===== src/rtl/fcd_pkg.sv =====
package fcd_pkg;

   localparam int NUM_CMDS = 10;

   typedef enum logic [3:0] {
      CMD_PROGRAM    = 4'd0,
      CMD_CHIP_ERASE = 4'd1,
      CMD_SECT_ERASE = 4'd2,
      CMD_SUSPEND    = 4'd3,
      CMD_RESUME     = 4'd4,
      CMD_RESET      = 4'd5,
      CMD_CFI        = 4'd6,
      CMD_AUTOSEL    = 4'd7,
      CMD_SEC_ENTER  = 4'd8,
      CMD_SEC_EXIT   = 4'd9
   } cmd_e;

   typedef enum logic [1:0] {
      MODE_READ    = 2'd0,
      MODE_AUTOSEL = 2'd1,
      MODE_BYPASS  = 2'd2,
      MODE_ESUSP   = 2'd3
   } mode_e;

   typedef enum logic [3:0] {
      SQ_IDLE, SQ_U1, SQ_U2, SQ_PGM, SQ_E1, SQ_E2, SQ_E3,
      SQ_BPGM, SQ_BRST, SQ_SEXIT
   } seq_e;

   localparam logic [7:0] B_UNL1   = 8'hAA;
   localparam logic [7:0] B_UNL2   = 8'h55;
   localparam logic [7:0] B_AUTO   = 8'h90;
   localparam logic [7:0] B_SECEN  = 8'h88;
   localparam logic [7:0] B_PGM    = 8'hA0;
   localparam logic [7:0] B_ERSET  = 8'h80;
   localparam logic [7:0] B_BYP    = 8'h20;
   localparam logic [7:0] B_CHIP   = 8'h10;
   localparam logic [7:0] B_SECT   = 8'h30;
   localparam logic [7:0] B_SUSP   = 8'hB0;
   localparam logic [7:0] B_RST    = 8'hF0;
   localparam logic [7:0] B_QUERY  = 8'h98;
   localparam logic [7:0] B_ZERO   = 8'h00;

endpackage


===== src/rtl/fcd_match.sv =====
module fcd_match #(
   parameter int KEY_BITS = 11
) (
   input  logic [KEY_BITS-1:0] key_addr,
   input  logic [7:0]          key_data,
   output logic                hit_unl1,
   output logic                hit_unl2,
   output logic                hit_query,
   output logic [7:0]          dbyte
);
   localparam logic [KEY_BITS-1:0] K_UNL1  = KEY_BITS'(11'h555);
   localparam logic [KEY_BITS-1:0] K_UNL2  = KEY_BITS'(11'h2AA);
   localparam logic [KEY_BITS-1:0] K_QUERY = KEY_BITS'(11'h055);

   generate
      if (KEY_BITS < 11) begin : g_bad_key
         $error("fcd_match: KEY_BITS must be at least 11");
      end
   endgenerate

   assign hit_unl1  = (key_addr == K_UNL1);
   assign hit_unl2  = (key_addr == K_UNL2);
   assign hit_query = (key_addr == K_QUERY);
   assign dbyte     = key_data;

endmodule


===== src/rtl/fcd_seq.sv =====
module fcd_seq
   import fcd_pkg::*;
(
   input  logic  clk,
   input  logic  rst_n,
   input  logic  wr_en,
   input  logic  busy,
   input  logic  sect_erase_active,
   input  logic  hit_unl1,
   input  logic  hit_unl2,
   input  logic  hit_query,
   input  logic [7:0] dbyte,
   input  mode_e base,
   input  mode_e mode,
   input  logic  susp,
   input  logic  sec,
   output logic  ev_valid,
   output cmd_e  ev_code,
   output logic  base_we,
   output mode_e base_nx,
   output logic  susp_set,
   output logic  susp_clr,
   output logic  sec_set,
   output logic  sec_clr
);
   seq_e seq_q, seq_nx;

   always_comb begin
      seq_nx   = seq_q;
      ev_valid = 1'b0;
      ev_code  = CMD_PROGRAM;
      base_we  = 1'b0;
      base_nx  = base;
      susp_set = 1'b0;
      susp_clr = 1'b0;
      sec_set  = 1'b0;
      sec_clr  = 1'b0;
      if (wr_en) begin
         if (dbyte == B_SUSP && sect_erase_active && !susp) begin
            ev_valid = 1'b1;
            ev_code  = CMD_SUSPEND;
            susp_set = 1'b1;
            seq_nx   = SQ_IDLE;
         end else if (!busy) begin
            seq_nx = SQ_IDLE;
            case (seq_q)
               SQ_IDLE: begin
                  if (base == MODE_BYPASS) begin
                     if (dbyte == B_PGM)       seq_nx = SQ_BPGM;
                     else if (dbyte == B_AUTO) seq_nx = SQ_BRST;
                  end else if (dbyte == B_SECT && mode == MODE_ESUSP) begin
                     ev_valid = 1'b1;
                     ev_code  = CMD_RESUME;
                     susp_clr = 1'b1;
                  end else if (dbyte == B_RST) begin
                     ev_valid = 1'b1;
                     ev_code  = CMD_RESET;
                     base_we  = 1'b1;
                     base_nx  = MODE_READ;
                  end else if (dbyte == B_QUERY && hit_query &&
                               (mode == MODE_READ || mode == MODE_AUTOSEL)) begin
                     ev_valid = 1'b1;
                     ev_code  = CMD_CFI;
                  end else if (dbyte == B_UNL1 && hit_unl1) begin
                     seq_nx = SQ_U1;
                  end
               end
               SQ_U1: if (dbyte == B_UNL2 && hit_unl2) seq_nx = SQ_U2;
               SQ_U2: begin
                  if (hit_unl1) begin
                     case (dbyte)
                        B_AUTO: begin
                           ev_valid = 1'b1;
                           ev_code  = CMD_AUTOSEL;
                           base_we  = 1'b1;
                           base_nx  = MODE_AUTOSEL;
                           seq_nx   = sec ? SQ_SEXIT : SQ_IDLE;
                        end
                        B_SECEN: begin
                           ev_valid = 1'b1;
                           ev_code  = CMD_SEC_ENTER;
                           sec_set  = 1'b1;
                        end
                        B_PGM:   seq_nx = SQ_PGM;
                        B_ERSET: if (!susp) seq_nx = SQ_E1;
                        B_BYP: begin
                           if (!susp) begin
                              base_we = 1'b1;
                              base_nx = MODE_BYPASS;
                           end
                        end
                        default: seq_nx = SQ_IDLE;
                     endcase
                  end
               end
               SQ_PGM, SQ_BPGM: begin
                  ev_valid = 1'b1;
                  ev_code  = CMD_PROGRAM;
               end
               SQ_E1: if (dbyte == B_UNL1 && hit_unl1) seq_nx = SQ_E2;
               SQ_E2: if (dbyte == B_UNL2 && hit_unl2) seq_nx = SQ_E3;
               SQ_E3: begin
                  if (dbyte == B_CHIP && hit_unl1) begin
                     ev_valid = 1'b1;
                     ev_code  = CMD_CHIP_ERASE;
                  end else if (dbyte == B_SECT) begin
                     ev_valid = 1'b1;
                     ev_code  = CMD_SECT_ERASE;
                  end
               end
               SQ_BRST: begin
                  if (dbyte == B_ZERO) begin
                     base_we = 1'b1;
                     base_nx = MODE_READ;
                  end
               end
               SQ_SEXIT: begin
                  if (dbyte == B_ZERO) begin
                     ev_valid = 1'b1;
                     ev_code  = CMD_SEC_EXIT;
                     sec_clr  = 1'b1;
                     base_we  = 1'b1;
                     base_nx  = MODE_READ;
                  end
               end
               default: seq_nx = SQ_IDLE;
            endcase
         end
      end
   end

   always_ff @(posedge clk) begin
      if (!rst_n) seq_q <= SQ_IDLE;
      else        seq_q <= seq_nx;
   end


   erase_order_chk: assert property (@(posedge clk) disable iff (!rst_n)
      (seq_q == SQ_E3 && $past(seq_q) != SQ_E3) |-> $past(seq_q) == SQ_E2);


   busy_hold_chk: assert property (@(posedge clk) disable iff (!rst_n)
      ($past(busy) && !$past(ev_valid)) |-> $stable(seq_q));

endmodule


===== src/rtl/fcd_mode.sv =====
module fcd_mode
   import fcd_pkg::*;
(
   input  logic  clk,
   input  logic  rst_n,
   input  logic  base_we,
   input  mode_e base_nx,
   input  logic  susp_set,
   input  logic  susp_clr,
   input  logic  sec_set,
   input  logic  sec_clr,
   output mode_e base,
   output logic  susp,
   output logic  sec,
   output mode_e mode
);
   mode_e base_q;
   logic  susp_q, sec_q;

   always_ff @(posedge clk) begin
      if (!rst_n) begin
         base_q <= MODE_READ;
         susp_q <= 1'b0;
         sec_q  <= 1'b0;
      end else begin
         if (base_we)       base_q <= base_nx;
         if (susp_set)      susp_q <= 1'b1;
         else if (susp_clr) susp_q <= 1'b0;
         if (sec_set)       sec_q  <= 1'b1;
         else if (sec_clr)  sec_q  <= 1'b0;
      end
   end

   assign base = base_q;
   assign susp = susp_q;
   assign sec  = sec_q;
   assign mode = (susp_q && base_q == MODE_READ) ? MODE_ESUSP : base_q;


   base_legal_chk: assert property (@(posedge clk) disable iff (!rst_n)
      base_q != MODE_ESUSP);


   sec_clear_chk: assert property (@(posedge clk) disable iff (!rst_n)
      $fell(sec_q) |-> base_q == MODE_READ);

endmodule


===== src/rtl/fcd_out.sv =====
module fcd_out
   import fcd_pkg::*;
#(
   parameter int AW   = 22,
   parameter int DW   = 16,
   parameter int NCMD = 10
) (
   input  logic          clk,
   input  logic          rst_n,
   input  logic          ev_valid,
   input  cmd_e          ev_code,
   input  logic [AW-1:0] addr,
   input  logic [DW-1:0] data,
   output logic [NCMD-1:0] cmd_strobe,
   output logic [AW-1:0] cmd_addr,
   output logic [DW-1:0] cmd_data
);
   logic valid_q;
   cmd_e code_q;

   always_ff @(posedge clk) begin
      if (!rst_n) begin
         valid_q  <= 1'b0;
         code_q   <= CMD_PROGRAM;
         cmd_addr <= '0;
         cmd_data <= '0;
      end else begin
         valid_q <= ev_valid;
         if (ev_valid) begin
            code_q   <= ev_code;
            cmd_addr <= addr;
            cmd_data <= data;
         end
      end
   end

   generate
      for (genvar i = 0; i < NCMD; i++) begin : g_strobe
         assign cmd_strobe[i] = valid_q && (int'(code_q) == i);
      end
   endgenerate


   strobe_onehot_chk: assert property (@(posedge clk) disable iff (!rst_n)
      $onehot0(cmd_strobe));

endmodule


===== src/rtl/flash_cmd_decoder.sv =====
module flash_cmd_decoder
   import fcd_pkg::*;
#(
   parameter int AW       = 22,
   parameter int DW       = 16,
   parameter int SECT_LSB = 15,
   parameter int KEY_BITS = 11
) (
   input  logic                   clk,
   input  logic                   rst_n,
   input  logic                   wr_en,
   input  logic [AW-1:0]          wr_addr,
   input  logic [DW-1:0]          wr_data,
   input  logic                   busy,
   input  logic                   sect_erase_active,
   output logic [NUM_CMDS-1:0]    cmd_strobe,
   output logic [AW-1:0]          cmd_addr,
   output logic [DW-1:0]          cmd_data,
   output logic [AW-SECT_LSB-1:0] cmd_sector,
   output logic [1:0]             mode,
   output logic                   secure_sel
);
   localparam logic [NUM_CMDS-1:0] SUSP_MASK = NUM_CMDS'(1) << int'(CMD_SUSPEND);

   generate
      if (DW < 8) begin : g_bad_dw
         $error("flash_cmd_decoder: DW must be at least 8");
      end
      if (SECT_LSB >= AW || SECT_LSB < 1) begin : g_bad_sect
         $error("flash_cmd_decoder: SECT_LSB out of range");
      end
      if (KEY_BITS > AW) begin : g_bad_key
         $error("flash_cmd_decoder: KEY_BITS exceeds AW");
      end
   endgenerate

   logic       hit_unl1, hit_unl2, hit_query;
   logic [7:0] dbyte;
   logic       ev_valid, base_we, susp_set, susp_clr, sec_set, sec_clr;
   logic       susp, sec;
   cmd_e       ev_code;
   mode_e      base, base_nx, mode_w;

   fcd_match #(.KEY_BITS(KEY_BITS)) i_match (
      .key_addr (wr_addr[KEY_BITS-1:0]),
      .key_data (wr_data[7:0]),
      .hit_unl1 (hit_unl1),
      .hit_unl2 (hit_unl2),
      .hit_query(hit_query),
      .dbyte    (dbyte)
   );

   fcd_seq i_seq (
      .clk              (clk),
      .rst_n            (rst_n),
      .wr_en            (wr_en),
      .busy             (busy),
      .sect_erase_active(sect_erase_active),
      .hit_unl1         (hit_unl1),
      .hit_unl2         (hit_unl2),
      .hit_query        (hit_query),
      .dbyte            (dbyte),
      .base             (base),
      .mode             (mode_w),
      .susp             (susp),
      .sec              (sec),
      .ev_valid         (ev_valid),
      .ev_code          (ev_code),
      .base_we          (base_we),
      .base_nx          (base_nx),
      .susp_set         (susp_set),
      .susp_clr         (susp_clr),
      .sec_set          (sec_set),
      .sec_clr          (sec_clr)
   );

   fcd_mode i_mode (
      .clk     (clk),
      .rst_n   (rst_n),
      .base_we (base_we),
      .base_nx (base_nx),
      .susp_set(susp_set),
      .susp_clr(susp_clr),
      .sec_set (sec_set),
      .sec_clr (sec_clr),
      .base    (base),
      .susp    (susp),
      .sec     (sec),
      .mode    (mode_w)
   );

   fcd_out #(.AW(AW), .DW(DW), .NCMD(NUM_CMDS)) i_out (
      .clk       (clk),
      .rst_n     (rst_n),
      .ev_valid  (ev_valid),
      .ev_code   (ev_code),
      .addr      (wr_addr),
      .data      (wr_data),
      .cmd_strobe(cmd_strobe),
      .cmd_addr  (cmd_addr),
      .cmd_data  (cmd_data)
   );

   assign cmd_sector = cmd_addr[AW-1:SECT_LSB];
   assign mode       = mode_w;
   assign secure_sel = sec;


   strobe_needs_write_chk: assert property (@(posedge clk) disable iff (!rst_n)
      (|cmd_strobe) |-> $past(wr_en));


   busy_ignore_chk: assert property (@(posedge clk) disable iff (!rst_n)
      (|(cmd_strobe & ~SUSP_MASK)) |-> !$past(busy));


   busy_mode_chk: assert property (@(posedge clk) disable iff (!rst_n)
      ($past(busy) && !$stable(mode)) |-> cmd_strobe[int'(CMD_SUSPEND)]);


   suspend_gate_chk: assert property (@(posedge clk) disable iff (!rst_n)
      cmd_strobe[int'(CMD_SUSPEND)] |-> $past(sect_erase_active));


   resume_mode_chk: assert property (@(posedge clk) disable iff (!rst_n)
      cmd_strobe[int'(CMD_RESUME)] |-> ($past(mode) == 2'd3 && mode == 2'd0));


   cfi_mode_chk: assert property (@(posedge clk) disable iff (!rst_n)
      cmd_strobe[int'(CMD_CFI)] |-> ($past(mode) == 2'd0 || $past(mode) == 2'd1));


   mode_needs_write_chk: assert property (@(posedge clk) disable iff (!rst_n)
      !$stable(mode) |-> $past(wr_en));

endmodule


===== config.mk =====
export PLATFORM = sky130hd
export DESIGN_NAME = flash_cmd_decoder
export DESIGN_NICKNAME = d
export VERILOG_FILES = /design/src/rtl/fcd_pkg.sv /design/src/rtl/fcd_match.sv /design/src/rtl/fcd_seq.sv /design/src/rtl/fcd_mode.sv /design/src/rtl/fcd_out.sv /design/src/rtl/flash_cmd_decoder.sv
export SDC_FILE = /design/constraint.sdc
export NUM_CORES = 1
export LEC_CHECK = 0
export BUFFER_PORTS_ARGS = -buffer_cell sky130_fd_sc_hd__buf_2
export CORE_AREA = 8 8 90 92
export CTS_CLUSTER_DIAMETER = 60
export CTS_CLUSTER_SIZE = 28
export DETAILED_ROUTE_END_ITERATION = 8
export DIE_AREA = 0 0 98 100
export PLACE_DENSITY = 0.74
export SLEW_MARGIN = 20
export SYNTH_ARGS = -nofsm -noshare
export SYNTH_HDL_FRONTEND = slang
export SYNTH_SLANG_ARGS = --single-unit

===== constraint.sdc =====
create_clock -name clk -period 2.3 [get_ports clk]
set_input_delay 0.46 -clock clk [delete_from_list [all_inputs] [get_ports clk]]
set_output_delay 0.46 -clock clk [all_outputs]
set_load 0.02 [all_outputs]

==> results.yml, run 1 <==
status:
  status: "completed"
clock_tree:
  postCtsSetupBuffers: 0
  cts_hold_buf: 0
  cts-root-buf: "clkbuf_8"
  cts_tree: "done"
  cts_buffer_depth: 2
  cts.sinks: 51
  clkTransAtPathRegs_ps: 100
  insertion_delay_ps: 310
  htreeDepth: 2
  cts-resized-gates: 0
  cts_buffers: 5
die:
  coreArea_sq_mm: 0.00664
  dieHeight_um: 100
  rows: 30
  io_pins: 101
  initial_utilization_pct: 43.5
  dieWidth_um: 98
  die-area_sq_mm: 0.00980
synthesis:
  synth_cells: 360
  ys_types: 52
  synth_top_family_by_area: "simple AND/OR/NAND/NOR gates"
  synth_edf_count: 0
  synthMuxAreaShare_pct: 14.5
  ys_warn_count: 0
  synth_top_area_share_pct: 35.3
  synthSimpleGateAreaFrac_pct: 33.2
  mappedNetlistNets: 403
  ys_ff_latch: 51
  synth-adder-area-share_pct: 0
  synth_ff_type: "dfxtp_1"
  synthTopCellsByArea: "dfxtp_1, mux2i_1, nand2_1"
  avgSynthCellArea_sq_um: 8.04
  synth_compound_area_share_pct: 11.5
  async_flop_share_pct: 0
  synth_area_sq_mm: 0.00289
  synthXorXnorAreaFrac_pct: 0.303
  synth_seq_area_share_pct: 35.3
  netlist.top_cell.by_area: "dfxtp_1"
worst_setup_path:
  path_class: "in -> reg"
  crit_start: "wr_addr[5]"
  crit_path_max_incr_delay_ps: 310
  end_kind: "register"
  critPathLaunchType: "input port"
  worstPathCellList: "buf_2, and4bb_2, nor4bb_1, buf_4, o21ai_0, o2111a_1, a21oi_4, buf_12, mux2i_1"
  cp_max_fo: 21
  cp.required_ps: 2530
  cp.arrival_ps: 2330
  slowest_stage: "and4bb_2"
  reg2reg_from: "i_seq.seq_q[2]$_SDFFE_PN0P_"
pwr:
  peakVddDrop_v: 0.000300
  power_mw: 1.72
  leakage_nw: 1.71
  p_per_area_mw_per_mm2: 439
timing:
  worstMarginPinSlew_ps: 537
  period_needed_ps: 2100
  fin_crit_sh_pct: 91.2
  final_hold_viol_count: 0
  finalSetupViolations: 0
  slew_viol_final: 0
  hold_slack_ps: 385
  finalWorstSetupSlack_ps: 203
  maxSlewHeadroom_pct: 63.9
  fmax_ghz: 0.477
  skew_ps: 9.78
  grt_setup_unrepaired: "false"
finish:
  syn2layout_area_growth_pct: 35.1
  layout_commonest_cell: "buf_2"
  seqCellArea_sq_mm: 0.00102
  n_antenna_cell: 0
  multi_input_area_sq_mm: 0.00172
  most-common-layout-cells: "buf_2, nand2_1, dfxtp_1, buf_4, mux2i_1"
  layout.nets: 538
  fillers: 648
  drive_above_1_share_pct: 34.3
grt:
  grt_use_total_pct: 18.3
  grt_first_pass_wirelength_mm: 15.0
  overflow: 0
  grt_pass1_vias: 3217
  antenna_found_initial: 0
  grt_max_degree: 69
route:
  drc: 0
  detail-route-antenna-nets: 0
  viasPerCell: 5.33
  drt_pass1_iterations: 4
  vias: 3068
  wire_per_inst_um: 15.7
  drt_iter0_drc: 159
  postRouteWirelength_mm: 9.06
min_path:
  min_from: "wr_addr[21]"
  hp-class: "in -> reg"
placement:
  hpwlAfterDp_mm: 7.24
  post-place-ws_ps: -125
  gp_congestion: 0.971
  io_buffers: 100
run:
  drv_cap: 0
==> critical path, delay by kind of cell <==
| family | cells | cell delay [ps] |
|---|---|---|
| and+or+nand+nor | 2 | 570 |
| muxes | 1 | 230 |
| buffers and inverters | 3 | 520 |
| AOI/OAI and AO/OA | 3 | 550 |
==> Yosys cell counts (2+ instances only) <==
cell type / count
or4_1: 3
nand3_1: 5
nor4_1: 10
o21ai_0: 7
nand4b_1: 4
buf_4: 11
clkbuf_1: 14
nor4b_1: 2
nand2b_1: 5
a211o_1: 3
a21oi_1: 13
or2_1: 3
o211ai_1: 3
nand2_1: 97
o21a_1: 4
o31ai_1: 4
dfxtp_1: 51
nand4_1: 4
nor2b_1: 6
o21ai_1: 2
and2_1: 3
or3_1: 2
inv_1: 2
nor3_1: 8
nand3b_1: 3
mux2i_1: 42
nor3b_1: 4
nor2_1: 19
nor4bb_1: 3
==> where the power goes <==
| group | total, mW | switching, mW | internal [mW] |
|---|---|---|---|
| sequential | 0.883 | 0.000441 | 0.883 |
| clock | 0.641 | 0.312 | 0.329 |
| combinational | 0.192 | 0.103 | 0.0887 |
| total | 1.72 | 0.415 | 1.30 |
==> sequential cells by signal, summed over array words and instances (netlist names) <==
name / count
i_seq.seq_q: 4
i_out.cmd_addr: 22
i_mode.sec: 1
i_mode.base: 2
i_mode.susp: 1
i_out.cmd_data: 16
i_out.valid_q: 1
i_out.code_q: 4
==> through the flow <==
stage	setup TNS (ps)	instance area, sq um	cells	utilization (%)
floorplan	0	2890	360	-
global placement	-821	3800	568	57.1
detailed placement	-3420	3800	568	57.1
CTS	0	3910	576	58.8
global route	0	3910	576	58.8
finish	0	3910	576	58.8
==> cell type report <==
type	count	area share, %
Clock inverter	2	0.993
Clock buffer	6	1.86
Tap cell	80	2.56
Sequential cell	51	26.1
Inverter	3	0.288
Multi-Input combinational cell	280	44.0
Timing Repair Buffer	154	24.1
==> layer usage <==
layer	vias up	GRT usage (%)	wire length [um]
met2	107	31.9	4310
li1	1532	-	-
met4	0	7.31	218
met5	-	0	0
met3	20	6.78	810
met1	1409	19.5	3720
==> cell families after synthesis <==
logic type,after synthesis
and+or+nand+nor,190
DFF,51
muxes,42
xor gates and xnor gates,1
buffers and inverters,29
AOI/OAI and AO/OA,47
==> final timing paths <==
path	endpoint	slack, ps	cells after the start
setup / recovery	i_out.cmd_addr[14]$_SDFFE_PN0P_	200	9
hold / removal	i_out.cmd_addr[21]$_SDFFE_PN0P_	390	3
setup reg to reg	i_seq.seq_q[2]$_SDFFE_PN0P_	220	6
hold reg to reg	i_out.cmd_data[5]$_SDFFE_PN0P_	460	2
Power figures use the tool's default switching activity.
==> run 2: changes to the inputs <==
CELL_PAD_IN_SITES_DETAIL_PLACEMENT = 0   (was unset)
CELL_PAD_IN_SITES_GLOBAL_PLACEMENT = 1   (was unset)
CORE_AREA = 8 8 105 107   (was 8 8 90 92)
DIE_AREA = 0 0 113 115   (was 0 0 98 100)
PLACE_DENSITY = unset   (was 0.74)
PLACE_DENSITY_LB_ADDON = 0.1   (was unset)
==> results.yml, run 2 (same netlist as run 1, synthesis figures left out) <==
worst_setup_path:
  r2r_slack_ps: 200
  path_class: "reg -> reg"
  crit_path_max_incr_delay_ps: 480
  cp_max_fo: 5
  cp.required_ps: 2560
  r2r_cells: 6
  cp.arrival_ps: 2360
  worst_path_most_repeated_cell: "or2_1"
  critPathLaunchType: "register"
  slowest_stage: "or4_1"
  end_kind: "register"
  worstPathCellList: "or2_1, or2_1, or4_1, a2111o_1, a21oi_1, o21a_1"
  reg2reg_to: "i_seq.seq_q[2]$_SDFFE_PN0P_"
  reg2reg_from: "i_seq.seq_q[2]$_SDFFE_PN0P_"
min_path:
  hp-class: "in -> reg"
  min_path_cells: 3
  min_from: "wr_addr[11]"
  whs_endpoint: "i_out.cmd_addr[11]$_SDFFE_PN0P_"
die:
  io_pins: 101
  dieHeight_um: 115
  die-area_sq_mm: 0.0130
  coreArea_sq_mm: 0.00946
  dieWidth_um: 113
  rows: 36
  initial_utilization_pct: 30.6
route:
  viasPerCell: 4.87
  route.met2.wl_mm: 4.45
  drt_pass1_iterations: 4
  top_layer: "met4"
  vias: 2980
  met3_length_um: 596
  wire_per_inst_um: 15.5
  drc: 0
  postRouteWirelength_mm: 9.46
  drt_iter0_drc: 128
  detail-route-antenna-nets: 0
  wl_met1_mm: 4.23
finish:
  layout.nets: 540
  layout_commonest_cell: "buf_2"
  fin_cells: 612
  largest_reg_flops: 22
  syn2layout_area_growth_pct: 36.6
  top_regs: "i_out.cmd_addr: 22 flops, i_out.cmd_data: 16 flops"
  n_antenna_cell: 0
  top_register: "i_out.cmd_addr"
  drive_above_1_share_pct: 34.5
  fillers: 1009
  multi_input_area_sq_mm: 0.00172
  seqCellArea_sq_mm: 0.00102
  most-common-layout-cells: "buf_2, nand2_1, buf_4, dfxtp_1, mux2i_1"
clock_tree:
  clkTransAtPathRegs_ps: 100
  cts_tree: "done"
  cts_buffer_depth: 2
  htreeDepth: 2
  cts_hold_buf: 0
  cts.sinks: 51
  cts_buffers: 5
  cts-resized-gates: 0
  postCtsSetupBuffers: 0
  cts-root-buf: "clkbuf_8"
  insertion_delay_ps: 310
pwr:
  peakVddDrop_v: 0.000257
  p_per_area_mw_per_mm2: 437
  leakage_nw: 1.71
grt:
  grt_use_total_pct: 14.6
  overflow: 0
  grt_max_degree: 52
  grt_pass1_vias: 3075
  grt_first_pass_wirelength_mm: 15.4
  antenna_found_initial: 0
placement:
  gp_congestion: 0.864
  io_buffers: 100
  hpwlAfterDp_mm: 7.48
  dp_cells: 604
timing:
  period_needed_ps: 2100
  final_hold_viol_count: 0
  grt_setup_unrepaired: "false"
  tns_ps: 0
  maxSlewHeadroom_pct: 62.9
  fmax_ghz: 0.476
  slew_viol_final: 0
  skew_ps: 4.74
  finalSetupViolations: 0
  worstMarginPinSlew_ps: 551
  fin_crit_sh_pct: 91.4
status:
  status: "completed"
run:
  drv_cap: 0
## run 2: changes by cell type in the layout (fill, tap and decap cells not counted), sizes merged
cell  change
buf       +2
## run 2: metal layers
metal	global-route usage, %	up-vias
li1	-	1538
met1	17.8	1349
met2	24.5	81
met3	3.89	12
met4	4.35	0
met5	0	-
## run 2: metrics by stage
step,power (mW),hold WS (ps),setup slack [ps],util (%),area (sq um)
after CTS,1.76,372,198,41.8,3950
after global routing,1.81,368,102,41.8,3950
after floorplan,0.980,485,58.6,-,2890
after detailed placement,1.09,445,-113,40.6,3840
after global placement,1.09,440,-55.5,40.6,3840
final,1.73,378,198,41.8,3950
## run 2: critical path, delay by kind of cell (launching register included)
kind / cells / cell delay (ps)
DFF: 1 / 320
AOI/OAI and AO/OA: 3 / 700
and+or+nand+nor: 3 / 1040
## run 2: report_power, final
part           internal (mW)  leakage (nW)  switching [mW]  total, mW
logic                 0.0843          1.24           0.104      0.188
registers              0.883         0.411        0.000440      0.884
clock network          0.330        0.0558           0.326      0.656
total                   1.30          1.71           0.430       1.73
## run 2: cell type report
cell class	instances	share of cell area, %
multi-input combinational	280	43.5
sequential	51	25.8
timing repair buffer	156	23.9
tap	114	3.61
clock buffer	6	1.84
clock inverter	2	0.981
inverter	3	0.285
## run 2: how the worst max path moves through the flow
stage                                 from                               to  depth (start not counted)
2_1_floorplan                   wr_data[0]   i_out.cmd_addr[0]$_SDFFE_PN0P_                          8
3_5_place_dp                    wr_data[0]  i_out.cmd_addr[13]$_SDFFE_PN0P_                          8
6_report       i_seq.seq_q[2]$_SDFFE_PN0P_      i_seq.seq_q[2]$_SDFFE_PN0P_                          6
4_1_cts        i_seq.seq_q[2]$_SDFFE_PN0P_      i_seq.seq_q[2]$_SDFFE_PN0P_                          6
5_1_grt                         wr_data[2]  i_out.cmd_addr[13]$_SDFFE_PN0P_                          8
3_3_place_gp                    wr_data[0]  i_out.cmd_addr[21]$_SDFFE_PN0P_                          8
